<file path="config.mk">
export PLATFORM = sky130hd
export DESIGN_NAME = dram_ctrl
export DESIGN_NICKNAME = d
export VERILOG_FILES = /design/src/rtl/dramc_pkg.sv /design/src/rtl/dramc_cfg_reg.sv /design/src/rtl/dramc_ref_timer.sv /design/src/rtl/dramc_addr_mux.sv /design/src/rtl/dramc_seq.sv /design/src/rtl/dram_ctrl.sv
export SDC_FILE = /design/constraint.sdc
export NUM_CORES = 1
export LEC_CHECK = 0
export BUFFER_PORTS_ARGS = -buffer_cell sky130_fd_sc_hd__buf_4
export CORE_MARGIN = 5
export CORE_UTILIZATION = 46
export CTS_BUF_LIST = sky130_fd_sc_hd__clkbuf_16
export CTS_CLUSTER_SIZE = 30
export DETAILED_ROUTE_END_ITERATION = 6
export HOLD_SLACK_MARGIN = 0.03
export PLACE_DENSITY = 0.82
export RECOVER_POWER = 50
export SYNTH_ARGS = -nofsm -noshare
export SYNTH_HDL_FRONTEND = slang
export SYNTH_HIERARCHICAL = 1
export SYNTH_SLANG_ARGS = --single-unit
</file>
<file path="constraint.sdc">
create_clock -name clk -period 2.8 [get_ports clk]
set_clock_uncertainty 0.2 [all_clocks]
set_input_delay 0.7 -clock clk [delete_from_list [all_inputs] [get_ports clk]]
set_output_delay 0.7 -clock clk [all_outputs]
set_load 0.02 [all_outputs]
</file>
<file path="src/rtl/dramc_pkg.sv">
// Shared definitions for the DRAM controller: config word layout, states,
// and the row-shift decode.
package dramc_pkg;

    localparam int DQ_W  = 16;
    localparam int LANES = 2;
    localparam logic [15:0] CFG_RESET = 16'h0300;
    localparam logic [15:0] CFG_MASK  = 16'h0FCF;

    // Configuration word; packed so that bit 0 is the enable.
    typedef struct packed {
        logic [3:0] zero_hi;
        logic [3:0] ref_ras;
        logic [1:0] row_code;
        logic [1:0] zero_mid;
        logic       cas_lanes;
        logic       ref_on;
        logic       page_on;
        logic       ctl_on;
    } dramc_cfg_t;

    typedef enum logic [3:0] {
        S_IDLE, S_ROW, S_COLA, S_COLB, S_ACK, S_OPEN, S_PRE, S_RCAS, S_RRAS
    } dramc_state_e;

    // Row shift amount for a 2-bit code; the encoding is not monotonic.
    function automatic logic [3:0] row_shift(input logic [1:0] code);
        case (code)
            2'b00:   return 4'd9;
            2'b01:   return 4'd10;
            2'b10:   return 4'd11;
            default: return 4'd8;
        endcase
    endfunction

    // Refresh RAS length; a zero field is promoted to one cycle.
    function automatic logic [3:0] ras_cycles(input logic [3:0] f);
        return (f == 4'd0) ? 4'd1 : f;
    endfunction

endpackage

</file>
<file path="src/rtl/dramc_cfg_reg.sv">
// Configuration word register.
// Assumes: writes are single-cycle strobes; reserved bits are masked on write.
module dramc_cfg_reg
    import dramc_pkg::*;
(
    input  logic        clk,
    input  logic        rst_n,
    input  logic        wr_en,
    input  logic [15:0] wdata,
    output logic [15:0] rdata,
    output dramc_cfg_t  cfg
);

    logic [15:0] word_q;

    // Store the masked word on a write strobe.
    always_ff @(posedge clk) begin
        if (!rst_n)     word_q <= CFG_RESET;
        else if (wr_en) word_q <= wdata & CFG_MASK;
    end

    assign rdata = word_q;
    assign cfg   = dramc_cfg_t'(word_q);

    // the stored word only changes on a write strobe.
    assert_cfg_hold_R1: assert property (@(posedge clk) disable iff (!rst_n)
        !wr_en |=> $stable(rdata));

endmodule

</file>
<file path="src/rtl/dramc_ref_timer.sv">
// Refresh interval timer: raises a pending flag every PERIOD running cycles.
// Assumes: 'take' is only asserted while 'pend' is set.
module dramc_ref_timer #(
    parameter int PERIOD = 64
) (
    input  logic clk,
    input  logic rst_n,
    input  logic run,
    input  logic take,
    output logic pend
);

    localparam int CW = (PERIOD > 1) ? $clog2(PERIOD) : 1;
    localparam logic [CW-1:0] LAST = CW'(PERIOD - 1);

    logic [CW-1:0] cnt_q;

    // Count while running; a new period end wins over a take in the same cycle.
    always_ff @(posedge clk) begin
        if (!rst_n || !run) begin
            cnt_q <= '0;
            pend  <= 1'b0;
        end else if (cnt_q == LAST) begin
            cnt_q <= '0;
            pend  <= 1'b1;
        end else begin
            cnt_q <= cnt_q + 1'b1;
            if (take) pend <= 1'b0;
        end
    end

    // with refresh stopped, nothing stays pending.
    assert_ref_off_R9: assert property (@(posedge clk) disable iff (!rst_n)
        !run |=> !pend);

endmodule

</file>
<file path="src/rtl/dramc_addr_mux.sv">
// Splits an access address into row and column parts for a selected shift.
// Assumes: AW > MA and MA > 11, so every shift leaves a full column.
module dramc_addr_mux
    import dramc_pkg::*;
#(
    parameter int AW = 22,
    parameter int MA = 12
) (
    input  logic [AW-1:0] addr,
    input  logic [1:0]    code,
    output logic [MA-1:0] row,
    output logic [MA-1:0] col
);

    logic [3:0]    sh;
    logic [AW-1:0] shifted;
    logic [AW-1:0] low_part;

    // Form the row by shifting and the column by masking below the shift.
    always_comb begin
        sh       = row_shift(code);
        shifted  = addr >> sh;
        low_part = addr & ~({AW{1'b1}} << sh);
        row      = shifted[MA-1:0];
        col      = low_part[MA-1:0];
    end

endmodule

</file>
<file path="src/rtl/dramc_seq.sv">
// Access and refresh sequencer. Drives RAS, per-lane CAS and WE, and the
// multiplexed address. Holds the row open in page mode.
// Assumes: request fields are held stable until the ready cycle.
module dramc_seq
    import dramc_pkg::*;
#(
    parameter int MA = 12
) (
    input  logic             clk,
    input  logic             rst_n,
    input  dramc_cfg_t       cfg,
    input  logic             ref_pend,
    output logic             ref_take,
    input  logic             req,
    input  logic             req_write,
    input  logic [LANES-1:0] req_be,
    input  logic [DQ_W-1:0]  req_wdata,
    input  logic [MA-1:0]    row_in,
    input  logic [MA-1:0]    col_in,
    input  logic [DQ_W-1:0]  dq_in,
    output logic             ready,
    output logic [DQ_W-1:0]  rdata,
    output logic [MA-1:0]    mem_addr,
    output logic             ras_n,
    output logic [LANES-1:0] cas_n,
    output logic [LANES-1:0] we_n,
    output logic [DQ_W-1:0]  dq_out,
    output logic             dq_oe
);

    dramc_state_e     state, nxt;
    logic [MA-1:0]    lat_row, lat_col;
    logic             lat_we;
    logic [LANES-1:0] lat_be;
    logic [DQ_W-1:0]  lat_wd;
    logic [3:0]       rcnt;
    logic             acc_row, acc_col, col_phase, cbr_phase, row_miss;

    assign row_miss = req && (row_in != lat_row);
    assign ref_take = (state == S_IDLE) && cfg.ctl_on && ref_pend;

    // Next-state choice: refresh first, then new row, page hit, or close.
    always_comb begin
        nxt     = state;
        acc_row = 1'b0;
        acc_col = 1'b0;
        case (state)
            S_IDLE: begin
                if (cfg.ctl_on && ref_pend) nxt = S_RCAS;
                else if (cfg.ctl_on && req) begin
                    nxt     = S_ROW;
                    acc_row = 1'b1;
                end
            end
            S_ROW:  nxt = S_COLA;
            S_COLA: nxt = S_COLB;
            S_COLB: nxt = S_ACK;
            S_ACK:  nxt = cfg.page_on ? S_OPEN : S_PRE;
            S_OPEN: begin
                if (!cfg.ctl_on || !cfg.page_on || ref_pend || row_miss) nxt = S_PRE;
                else if (req) begin
                    nxt     = S_COLA;
                    acc_col = 1'b1;
                end
            end
            S_PRE:  nxt = S_IDLE;
            S_RCAS: nxt = S_RRAS;
            S_RRAS: if (rcnt <= 4'd1) nxt = S_PRE;
            default: nxt = S_IDLE;
        endcase
    end

    // State register.
    always_ff @(posedge clk) begin
        if (!rst_n) state <= S_IDLE;
        else        state <= nxt;
    end

    // Latch the request fields when an access is taken.
    always_ff @(posedge clk) begin
        if (!rst_n) begin
            lat_row <= '0;
            lat_col <= '0;
            lat_we  <= 1'b0;
            lat_be  <= '0;
            lat_wd  <= '0;
        end else begin
            if (acc_row) lat_row <= row_in;
            if (acc_row || acc_col) begin
                lat_col <= col_in;
                lat_we  <= req_write;
                lat_be  <= req_be;
                lat_wd  <= req_wdata;
            end
        end
    end

    // Capture read data at the end of the column phase.
    always_ff @(posedge clk) begin
        if (!rst_n)                rdata <= '0;
        else if (state == S_COLB) rdata <= dq_in;
    end

    // Refresh RAS length counter.
    always_ff @(posedge clk) begin
        if (!rst_n)                rcnt <= '0;
        else if (state == S_RCAS) rcnt <= ras_cycles(cfg.ref_ras);
        else if (state == S_RRAS) rcnt <= rcnt - 4'd1;
    end

    assign col_phase = (state == S_COLA) || (state == S_COLB);
    assign cbr_phase = (state == S_RCAS) || (state == S_RRAS);

    // RAS and address decode from the current state.
    always_comb begin
        ras_n    = !(state inside {S_ROW, S_COLA, S_COLB, S_ACK, S_OPEN, S_RRAS});
        mem_addr = (state == S_ROW) ? lat_row : (col_phase ? lat_col : '0);
        ready    = (state == S_ACK);
        dq_oe    = col_phase && lat_we;
        dq_out   = lat_wd;
    end

    // Per-lane strobes: the lane style picks which strobe carries the byte select.
    for (genvar i = 0; i < LANES; i++) begin : g_lane
        assign cas_n[i] = cbr_phase ? 1'b0 :
                          col_phase ? (cfg.cas_lanes ? ~lat_be[i] : 1'b0) : 1'b1;
        assign we_n[i]  = (col_phase && lat_we) ? (cfg.cas_lanes ? 1'b0 : ~lat_be[i]) : 1'b1;
    end

    // precharge keeps RAS high for at least two cycles.
    assert_prechg_R12: assert property (@(posedge clk) disable iff (!rst_n)
        $rose(ras_n) |=> ras_n);
    // in a refresh, CAS was already low when RAS falls.
    assert_cbr_order_R9: assert property (@(posedge clk) disable iff (!rst_n)
        ($fell(ras_n) && (cas_n == '0)) |-> ($past(cas_n) == '0));
    // ready is a single-cycle pulse.
    assert_ready_pulse_R3: assert property (@(posedge clk) disable iff (!rst_n)
        ready |=> !ready);
    // a disabled controller leaves idle for nothing.
    assert_disabled_idle_R2: assert property (@(posedge clk) disable iff (!rst_n)
        (state == S_IDLE && !cfg.ctl_on) |=> (state == S_IDLE));
    // refresh RAS stays low while cycles remain.
    assert_ref_width_R10: assert property (@(posedge clk) disable iff (!rst_n)
        (state == S_RRAS && rcnt > 4'd1) |=> (state == S_RRAS && !ras_n));
    // a due refresh closes an open row first.
    assert_ref_close_R11: assert property (@(posedge clk) disable iff (!rst_n)
        (state == S_OPEN && ref_pend) |=> ras_n);

endmodule

</file>
<file path="src/rtl/dram_ctrl.sv">
// Top level of the asynchronous DRAM controller: configuration word,
// refresh timer, address split and sequencer.
// Assumes: one requester that holds its request until ready.
module dram_ctrl
    import dramc_pkg::*;
#(
    parameter int AW         = 22,
    parameter int MA         = 12,
    parameter int REF_PERIOD = 64
) (
    input  logic          clk,
    input  logic          rst_n,
    input  logic          cfg_wr,
    input  logic [15:0]   cfg_wdata,
    output logic [15:0]   cfg_rdata,
    input  logic          req,
    input  logic          req_write,
    input  logic [AW-1:0] req_addr,
    input  logic [1:0]    req_be,
    input  logic [15:0]   req_wdata,
    output logic          req_ready,
    output logic [15:0]   req_rdata,
    output logic [MA-1:0] mem_addr,
    output logic          mem_ras_n,
    output logic [1:0]    mem_cas_n,
    output logic [1:0]    mem_we_n,
    output logic [15:0]   mem_dq_out,
    output logic          mem_dq_oe,
    input  logic [15:0]   mem_dq_in
);

    dramc_cfg_t    cfg;
    logic          ref_pend, ref_take;
    logic [MA-1:0] row_w, col_w;

    dramc_cfg_reg u_cfg (
        .clk(clk), .rst_n(rst_n), .wr_en(cfg_wr), .wdata(cfg_wdata),
        .rdata(cfg_rdata), .cfg(cfg)
    );

    dramc_ref_timer #(.PERIOD(REF_PERIOD)) u_ref (
        .clk(clk), .rst_n(rst_n), .run(cfg.ctl_on && cfg.ref_on),
        .take(ref_take), .pend(ref_pend)
    );

    dramc_addr_mux #(.AW(AW), .MA(MA)) u_mux (
        .addr(req_addr), .code(cfg.row_code), .row(row_w), .col(col_w)
    );

    dramc_seq #(.MA(MA)) u_seq (
        .clk(clk), .rst_n(rst_n), .cfg(cfg), .ref_pend(ref_pend),
        .ref_take(ref_take), .req(req), .req_write(req_write),
        .req_be(req_be), .req_wdata(req_wdata), .row_in(row_w),
        .col_in(col_w), .dq_in(mem_dq_in), .ready(req_ready),
        .rdata(req_rdata), .mem_addr(mem_addr), .ras_n(mem_ras_n),
        .cas_n(mem_cas_n), .we_n(mem_we_n), .dq_out(mem_dq_out),
        .dq_oe(mem_dq_oe)
    );

endmodule

</file>
Yosys cells after proc, flatten, opt, wreduce, memory -nomap -nowiden:

Cells that the tools add are included.

* register bits after elaboration: 84
* output and inout port bits: 67

* add/subtract/negate cells: 2
* $lt $le $gt $ge: 1
* eq/ne operators: 14
* shift operators: 2
* multiplexer cells: 31
* bitwise operators: 4
* reduce and logical (&&, ||, !) cells: 27

Operator list (count)
* two-way mux 4 bit: 8
* case mux 4 bit (8 select lines): 1
* two-way mux 12 bit: 2
* << shifter 22 x 4 -> 12 bit, first input constant: 1
* >> shifter 22 x 4 -> 12 bit: 1
* two-way mux 1 bit: 18
* bitwise AND 12 bit: 1
* equality test 4 x 3 -> 1 bit, second input constant: 3
* != test 12 bit: 1
* NOT 12 bit: 1
* equality test 4 x 2 -> 1 bit, second input constant: 2
* logical NOT 4 bit: 2
* logical AND 1 bit: 7
* logical OR 1 bit: 7
* adder 6 x 1 -> 6 bit, second input constant: 1
* equality test 6 bit, second input constant: 1
* case mux 2 bit (3 select lines): 1
* nonzero test 6 bit: 1
* logical NOT 1 bit: 5
* equality test 4 x 1 -> 1 bit, second input constant: 1
* equality test 4 bit, second input constant: 1
* <= comparator 4 x 1 -> 1 bit, second input constant: 1
* nonzero test 2 bit: 2
* subtractor 4 x 1 -> 4 bit, second input constant: 1
* 10 further kinds: 11

Longest topological paths before layout:

Gate-level depths: netlist (run 1).

* word-level depth: 9
* mapped depth: 13
* depth with buffers taken out: 10

Hierarchy:

Netlist (run 1), hierarchy kept.

Modules (own cells, without submodules)
* dramc_seq: instances 1, cells each 380, area an instance 3238.1 µm², sequential area each 1341.3 µm²
* dramc_cfg_reg: instances 1, cells each 54, area an instance 538.0 µm², sequential area each 200.2 µm²
* dramc_addr_mux: instances 1, cells each 42, area an instance 473.0 µm², sequential area each 0.0 µm²
* dramc_ref_timer: instances 1, cells each 30, area an instance 272.8 µm², sequential area each 140.1 µm²
* dram_ctrl: instances 1, cells each 1, area an instance 6.3 µm², sequential area each 0.0 µm²

Worst setup path before layout (run 1):

No wires, ideal clock.

* kind: register -> register
* start point: reg u_cfg.word_q[7] (netlist: u_cfg/cfg[7])
* end point: reg u_seq.lat_wd[10] (netlist: u_seq/dq_out[10])
* library setup time: 0.120 ns
* arrival time: 2.511 ns
* path slack: -0.031 ns
* cell stages (with the launch flop): 12
* path buffers: 3
* clock period less this slack: 2.831 ns
* cell sequence: dfxtp_1 -> inv_1 -> ha_1 -> buf_6 -> mux4_1 -> xor2_1 -> nor4_1 -> nand4_1 -> o21ba_2 -> buf_6 -> buf_6 -> mux2i_1

* cells in the longest elaborated chain, start to end: 9

RTL lines
* from (decl): line dramc_cfg_reg.sv:14 `logic [15:0] word_q;`
* from (signal assigned): line dramc_cfg_reg.sv:19 `else if (wr_en) word_q <= wdata & CFG_MASK;`
* equality test 2 bit, or another cell as far along: line dramc_pkg.sv:28 `case (code)`
* case mux 2 bit (3 select lines) (*): line dramc_pkg.sv:28
* >> shifter 22 x 4 -> 12 bit (*): line dramc_addr_mux.sv:22 `shifted = addr >> sh;`
* via row_w[6]: line dram_ctrl.sv:34 `logic [MA-1:0] row_w, col_w;`
* != test 12 bit (*): line dramc_seq.sv:39 `assign row_miss = req && (row_in != lat_row);`
* logical AND 1 bit (*): line dramc_seq.sv:39
* logical OR 1 bit (*): line dramc_seq.sv:60 `if (!cfg.ctl_on || !cfg.page_on || ref_pend || row_miss) nxt = S_PRE;`
* two-way mux 1 bit (*): line dramc_seq.sv:60
* two-way mux 1 bit (*): line dramc_seq.sv:47 `case (state)`
* logical OR 1 bit (*): line dramc_seq.sv:89 `if (acc_row || acc_col) begin`
* to (signal assigned): line dramc_seq.sv:93 `lat_wd <= req_wdata;`
* to (decl): line dramc_seq.sv:35 `logic [DQ_W-1:0] lat_wd;`

Mark *: on every way through the listed nets, which the timed path passes. The rest lies on a longest branch.
A chain may end at the register's enable or synchronous reset.

Final worst setup path (run 1):

* start point: reg u_cfg.word_q[6] (netlist: u_cfg/cfg[6])
* end point: reg u_seq.lat_col[1]

* cells in the longest elaborated chain, start to end: 9

RTL lines
* equality test 2 bit, or another cell as far along: line dramc_pkg.sv:28
* case mux 2 bit (3 select lines) (*): line dramc_pkg.sv:28
* >> shifter 22 x 4 -> 12 bit (*): line dramc_addr_mux.sv:22
* via row_w[1]: line dram_ctrl.sv:34
* != test 12 bit (*): line dramc_seq.sv:39
* logical AND 1 bit (*): line dramc_seq.sv:39
* logical OR 1 bit (*): line dramc_seq.sv:60
* two-way mux 1 bit (*): line dramc_seq.sv:60
* two-way mux 1 bit (*): line dramc_seq.sv:47
* logical OR 1 bit (*): line dramc_seq.sv:89
* to (signal assigned): line dramc_seq.sv:90 `lat_col <= col_in;`
* to (decl): line dramc_seq.sv:32 `logic [MA-1:0] lat_row, lat_col;`

Marked as above.

==> results of run 1 <==
[worst register-to-register path: cells and delay by family (launching register included)]
family / cells / cell delay (ns)
AOI/OAI and AO/OA: 1 / 0.31
xor gates and xnor gates: 1 / 0.18
adders and majority gates: 1 / 0.15
buffers and inverters: 4 / 0.51
DFF: 1 / 0.33
muxes: 3 / 0.50
and+or+nand+nor: 3 / 0.63
[routing by layer]
layer / wire, um / part of all wire (%) / GRT usage, %
met1: 5160 / 46 / 24.5
met2: 5070 / 45 / 30.6
met3: 746 / 6.7 / 4.14
met4: 236 / 2.1 / 9.74
met5: 0 / 0 / 0
[power by group through the flow]
stage          sequential (mW)  clock, mW  combinational, mW
6_report                  1.25       1.16              0.479
5_1_grt                   1.25       1.24              0.519
4_1_cts                   1.25       1.19              0.477
3_5_place_dp              1.28          0              0.423
3_3_place_gp              1.27          0              0.406
2_1_floorplan             1.28          0              0.270
[repair_timing]
item | 4_1_cts | 5_1_grt
setup buffers | 3 | 3
cloned | 3 | 1
endpoints found under the setup margin | 32 | 32
pin swaps | 2 | 3
gates resized for setup | 23 | 3
[final cells by class]
cell class	instances	area share [%]
clock buffer	9	3.82
clock inverter	7	1.15
inverter	8	0.509
multi-input combinational	356	42.2
sequential	84	28.6
tap	133	2.82
timing repair buffer	164	21.0
[registers in the layout (all words and copies together) (netlist names)]
signal,count
u_cfg/cfg,10
u_ref/cnt_q,6
u_ref/pend,1
u_seq/dq_out,16
u_seq/lat_be,2
u_seq/lat_col,12
u_seq/lat_row,12
u_seq/lat_we,1
u_seq/rcnt,4
u_seq/rdata,16
u_seq/state,4
[path summary, 6_finish.rpt]
path / startpoint / to / slack, ns / depth (start not counted)
worst max register to register: u_cfg/cfg[6] / u_seq/lat_col[1] / -0.12 / 13
worst min register to register: u_seq/rdata[2] / u_seq/rdata[2] / 0.26 / 2
worst min-delay path: u_seq/rdata[2] / u_seq/rdata[2] / 0.26 / 2
worst max-delay path: u_cfg/cfg[6] / u_seq/lat_col[1] / -0.12 / 13
==> PnR_summary.wiki, run 1 <==
{| class="wikitable"
! Metric !! Value
|-
| Result of the run || finished with violations
|-
| Violated checks || capacitance limit, slew limit, setup timing
|-
| Wire length of the first global-routing pass || between 15000 and 20000 um
|-
| Maximum single-stage delay on the critical path || ~0.33 ns
|-
| Maximum clock insertion buffer count || 2
|-
| Fill cell count || 845
|-
| Residual antenna-violating net count after detailed routing || 0
|-
| Clock network fraction of total power || around two fifths
|-
| Cell count after placement || ~740
|-
| Count of clock tree sinks || 84
|-
| Tot Pwr || between 2 and 3 mW
|-
| Highest-count cells in the layout ignoring fill and taps || sky130_fd_sc_hd__buf_4 (117), sky130_fd_sc_hd__nand2_1 (107), sky130_fd_sc_hd__dfxtp_1 (82)
|-
| Routed via count divided by cell count || between 4 and 5
|-
| Post-layout instance count excluding filler cells || roughly 760
|-
| Aggregate global routing overflow || 0
|-
| Hold-fix buffers at CTS || 0
|-
| Leakage || between 2 and 3 nW
|-
| Multi-input logic area || 0.00249 mm^2
|-
| Antenna cells || 0
|-
| Most common library cell in the layout ignoring fill and taps || sky130_fd_sc_hd__buf_4
|-
| CTS clk-pin slew, worst paths || about 0.060 ns
|-
| Clock buffers created by TritonCTS || 9
|-
| Int Power || around 2.2 mW
|-
| Worst hold-check slack || approximately 0.26 ns
|-
| Net switching power of the design || about 720 uW
|-
| Maximum number of pins on one net before global-route repair || approximately 70
|-
| Combinational share of power || 16.6%
|-
| Mapped cell area || between 0.004 and 0.005 mm^2
|-
| Worst Setup Slack post-DPL || -0.241 ns
|-
| Area growth from synthesis to layout || 31.5%
|-
| FF+latch area || roughly 0.0017 mm^2
|-
| Switching part of the total || 24.9%
|-
| Standard-cell rows || 36
|-
| Estimated wirelength of the detail-placed design || ~8000 um
|-
| Number of levels in the clock H-tree || 3
|-
| Final setup violating endpoints || 31
|-
| Detailed-route via count || roughly 3800
|-
| Period utilization || 104%
|-
| Clock root cell || sky130_fd_sc_hd__clkbuf_16
|-
| Critical path arrival || roughly 2.9 ns
|-
| Die extent in x || around 110 um
|-
| Number of antenna violations at the first check in global routing || 0
|-
| Port buffer count || between 100 and 150
|-
| First drt pass iteration count || 4
|-
| Pwr/cell area || roughly 490 mW/mm^2
|-
| Via count of the first global-routing pass || ~3700
|-
| Die ar. || ~0.012 mm^2
|-
| Number of remaining DRC errors || 0
|-
| Standard cell core area || slightly below 0.01 mm^2
|-
| Number of max-slew violations in the final report || 43
|-
| Data required time of the critical path || 2.82 ns
|-
| Max Fclk || roughly 340 MHz
|-
| Sequential share of power || a little over two fifths
|-
| Warning count from the yosys run || 6
|-
| Final instance area || 0.00590 mm^2
|-
| Worst-path fanout max || 12
|-
| Max_slew headroom || -19.2%
|-
| Area post-placement || between 0.005 and 0.006 mm^2
|-
| Launching element type of the critical path || flip-flop
|-
| Worst-case vdd ir drop || between 0.2 and 0.25 mV
|-
| WP buf/inv || 4
|-
| Final worst path period need || 2.92 ns
|-
| # IOs || roughly 140
|-
| Capturing element type of the critical path || flip-flop
|-
| Path type of the worst setup path || reg -> reg
|-
| Cell with the largest stage delay on the worst path || sky130_fd_sc_hd__dfxtp_2
|-
| Minimum setup slack in the final design || -0.125 ns
|-
| Kind of path behind the tightest hold check || reg -> reg
|-
| Wirelength per Cell || approximately 15 um
|-
| Setup Total Neg Slack || -3.13 ns
|-
| Family with the most delay on the worst path || simple AND/OR/NAND/NOR gates
|-
| Clock network latency to the later pin of the worst-skew pair || approximately 0.33 ns
|-
| Die height || ~110 um
|-
| Total global routing track utilization || a little under a fifth
|-
| Average size of a mapped cell || between 8 and 9 um^2
|-
| Syn Inst Count || ~500
|-
| Cells traversed along the worst timing path || inv_2, buf_6, ha_4, nor2_4, buf_12, mux2i_4, mux2i_4, xor2_1, nor4_1, nand4_1, o21ba_4, buf_12, mux2i_1
|-
| TritonCTS clock tree || done
|-
| Final #Nets || 707
|-
| Number of maximum-capacitance violations || 1
|-
| Initial cell density of the core || around 47%
|-
| Final count of hold timing violations || 0
|-
| Starting DRT DRC Count || between 200 and 250
|-
| Transition time at the pin with the least slew margin || about 1.8 ns
|-
| Final core utilization || between 60% and 70%
|-
| Placer's final routability congestion estimate || roughly 0.83
|-
| Share of final-layout standard cells stronger than drive strength 1 || between 20% and 30%
|-
| Routed wire length || ~11000 um
|-
| RSZ-0062 raised after global routing || yes
|}
No activity file was read; power rests on OpenSTA's default activity.
==> run 2: changes to the inputs <==
- CORE_UTILIZATION: 46 -> 45
- PLACE_DENSITY: 0.82 -> 0.81
==> run 2 against run 1 <==
The run still ends with capacitance limit, slew limit, setup timing left. Cell area down 0.49%. Sequential cell count did not move. Combinational power shrank 4.6%. Largest cell class unchanged. Largest power group is now clock. Highest routed layer unchanged.
==> PnR_summary.wiki, run 2 (same netlist as run 1, synthesis figures left out) <==
{| class="wikitable"
! Metric !! Value
|-
| Result of the run || finished with violations
|-
| Violated checks || capacitance limit, slew limit, setup timing
|-
| Number of max-slew violations in the final report || 48 (+12%)
|-
| Worst-case vdd ir drop || 0.292 mV (+26%)
|-
| Worst-path fanout max || 7 (-5)
|-
| Maximum number of pins on one net before global-route repair || 64 (-5.9%)
|-
| Estimated wirelength of the detail-placed design || 8330 um (+1.4%)
|-
| Final instance area || 0.00587 mm^2 (-0.49%)
|-
| Standard-cell rows || 36 (unchanged)
|-
| # IOs || 144 (unchanged)
|-
| WP buf/inv || 4 (unchanged)
|-
| Cells traversed along the worst timing path || inv_2, buf_6, ha_4, nor2_4, buf_12, mux2i_4, mux2i_2, xor2_1, nor4_1, nand4_1, o21ba_4, buf_12, mux2i_2
|-
| Data required time of the critical path || 2.84 ns (+0.02 ns)
|-
| RSZ-0062 raised after global routing || yes
|-
| Routed via count divided by cell count || 5.11 (+2.8%)
|-
| Maximum clock insertion buffer count || 2 (unchanged)
|-
| Min-delay src || u_seq/rdata[14]
|-
| Period utilization || 109% (+4.3 points)
|-
| FF+latch area || 0.00168 mm^2 (unchanged)
|-
| Maximum single-stage delay on the critical path || 0.34 ns (about the same)
|-
| Share of final-layout standard cells stronger than drive strength 1 || 25.8% (-0.83 points)
|-
| Number of remaining DRC errors || 0 (unchanged)
|-
| Worst hold-check slack || 0.255 ns (-0.00142 ns)
|-
| Pwr/cell area || 514 mW/mm^2 (+5.0%)
|-
| Final setup violating endpoints || 32 (+3.2%)
|-
| Number of maximum-capacitance violations || 1 (unchanged)
|-
| Hold EP || u_seq/rdata[14]
|-
| Final worst path period need || 3.05 ns (+0.122 ns)
|-
| Clock buffers created by TritonCTS || 9 (unchanged)
|-
| Wire length of the first global-routing pass || 17600 um (-2.0%)
|-
| Fill cell count || 868 (+2.7%)
|-
| Number of cells on the worst reg-to-reg path || 13 (unchanged)
|-
| Total global routing track utilization || 18.5% (-0.66 points)
|-
| Number of cells on the worst hold path || 2 (unchanged)
|-
| Detailed-route via count || 3856 (+1.9%)
|-
| CTS clk-pin slew, worst paths || 0.06 ns (about the same)
|-
| Multi-input logic area || 0.00250 mm^2 (+0.50%)
|-
| Count of clock tree sinks || 84 (unchanged)
|-
| Initial cell density of the core || 46.1% (-0.43 points)
|-
| Clock network latency to the later pin of the worst-skew pair || 0.33 ns (about the same)
|-
| Cell with the largest stage delay on the worst path || sky130_fd_sc_hd__o21ba_4
|-
| Number of antenna violations at the first check in global routing || 0 (unchanged)
|-
| Hold-fix buffers at CTS || 0 (unchanged)
|-
| Number of levels in the clock H-tree || 3 (unchanged)
|-
| Starting DRT DRC Count || 236 (-4.1%)
|-
| Routed wire length || 11500 um (+2.6%)
|-
| Leakage || 2.53 nW (-1.1%)
|-
| Highest-count cells in the layout ignoring fill and taps || sky130_fd_sc_hd__buf_4 (109), sky130_fd_sc_hd__nand2_1 (107), sky130_fd_sc_hd__dfxtp_1 (82)
|-
| Worst Setup Slack post-DPL || -0.241 ns (-0.000149 ns)
|-
| Most common library cell in the layout ignoring fill and taps || sky130_fd_sc_hd__buf_4
|-
| Max Fclk || 328 MHz (-4.0%)
|-
| Die extent in x || 110 um (+1.0%)
|-
| Final #Nets || 700 (-0.99%)
|-
| TritonCTS clock tree || done
|-
| Transition time at the pin with the least slew margin || 1.85 ns (+0.0663 ns)
|-
| Launching element type of the critical path || flip-flop
|-
| Worst flop-to-flop path endpoint || u_seq/dq_out[4]
|-
| Capturing element type of the critical path || flip-flop
|-
| Standard cell core area || 0.00973 mm^2 (+0.93%)
|-
| Area growth from synthesis to layout || 30.9%
|-
| Kind of path behind the tightest hold check || reg -> reg
|-
| Aggregate global routing overflow || 0 (unchanged)
|-
| Die height || 110 um (+1.0%)
|-
| Final count of hold timing violations || 0 (unchanged)
|-
| Port buffer count || 131 (unchanged)
|-
| Minimum setup slack in the final design || -0.246 ns (-0.122 ns)
|-
| Family with the most delay on the worst path || simple AND/OR/NAND/NOR gates
|-
| Max_slew headroom || -23.7% (-4.4 points)
|-
| Final core utilization || 60.3% (-0.86 points)
|-
| Wirelength per Cell || 15.2 um (+3.5%)
|-
| Residual antenna-violating net count after detailed routing || 0 (unchanged)
|-
| Critical path arrival || 3.09 ns (+0.15 ns)
|-
| Die ar. || 0.0121 mm^2 (+2.0%)
|-
| Setup slack of the most critical reg-to-reg path || -0.25 ns (-0.12 ns)
|-
| Placer's final routability congestion estimate || 0.888 (+6.8%)
|-
| Reg2reg start || u_cfg/cfg[6]
|-
| Clock root cell || sky130_fd_sc_hd__clkbuf_16
|-
| Path type of the worst setup path || reg -> reg
|-
| First drt pass iteration count || 4 (unchanged)
|-
| Setup Total Neg Slack || -6.27 ns (-3.14 ns)
|-
| Via count of the first global-routing pass || 3717 (-0.59%)
|-
| Area post-placement || 0.00547 mm^2 (-0.55%)
|-
| Antenna cells || 0 (unchanged)
|}
==> run 2: layout make-up <==
class                   count  share of cell area, %
multi-input cells         356                   42.6
flip-flops and latches     84                   28.7
well taps                 133                   2.84
clock inverters             7                   1.81
inverters                   8                  0.512
repair buffers            157                   19.7
clock buffers               9                   3.84
==> run 2: metal layers <==
| layer | track usage (%) | share of wire [%] | up-vias |
|---|---|---|---|
| met1 | 22.4 | 43 | 1796 |
| met3 | 3.52 | 7.6 | 24 |
| met5 | 0 | 0 | - |
| li1 | - | - | 1895 |
| met2 | 31.9 | 47 | 141 |
| met4 | 7.84 | 2.3 | 0 |
==> run 2: timing repair <==
| item | in CTS | in global routing |
|---|---|---|
| hold endpoints to repair | 0 | 0 |
| resized for setup | 20 | 12 |
| gates cloned | 3 | 2 |
| pin swaps | 2 | 3 |
| buffers inserted | 2 | 1 |
| endpoints found under the setup margin | 35 | 37 |
==> run 2: stage by stage <==
stage	instances	power (mW)
floorplan	506	1.55
finish	754	3.02
CTS	753	3.05
detailed placement	732	1.69
global placement	732	1.67
global route	754	3.14
==> run 2: worst max-delay path by stage <==
stage	cells after the start	slack, ns	from	end
2_1_floorplan	12	0.006	u_cfg/cfg[6]	u_seq/dq_out[10]
5_1_grt	13	-0.29	u_cfg/cfg[6]	u_seq/dq_out[4]
6_report	13	-0.25	u_cfg/cfg[6]	u_seq/dq_out[4]
4_1_cts	13	-0.17	u_cfg/cfg[6]	u_seq/dq_out[4]
3_3_place_gp	9	-0.20	u_cfg/cfg[6]	u_seq/dq_out[13]
3_5_place_dp	9	-0.24	u_cfg/cfg[6]	u_seq/dq_out[4]
==> run 2: power breakdown <==
part           switching (mW)  internal [mW]  total, mW
clock                   0.451          0.860       1.31
sequential             0.0230           1.23       1.25
combinational           0.219          0.238      0.457
==> run 2: worst register-to-register path: cells and delay by family, from the launching register on <==
kind	cells	cell delay [ns]
multiplexers	3	0.56
AND/OR/NAND/NOR	3	0.69
buffers and inverters	4	0.52
AO/OA/AOI/OAI	1	0.34
adder cells (fa/ha/maj)	1	0.16
XOR/XNOR	1	0.17
flip-flops	1	0.33
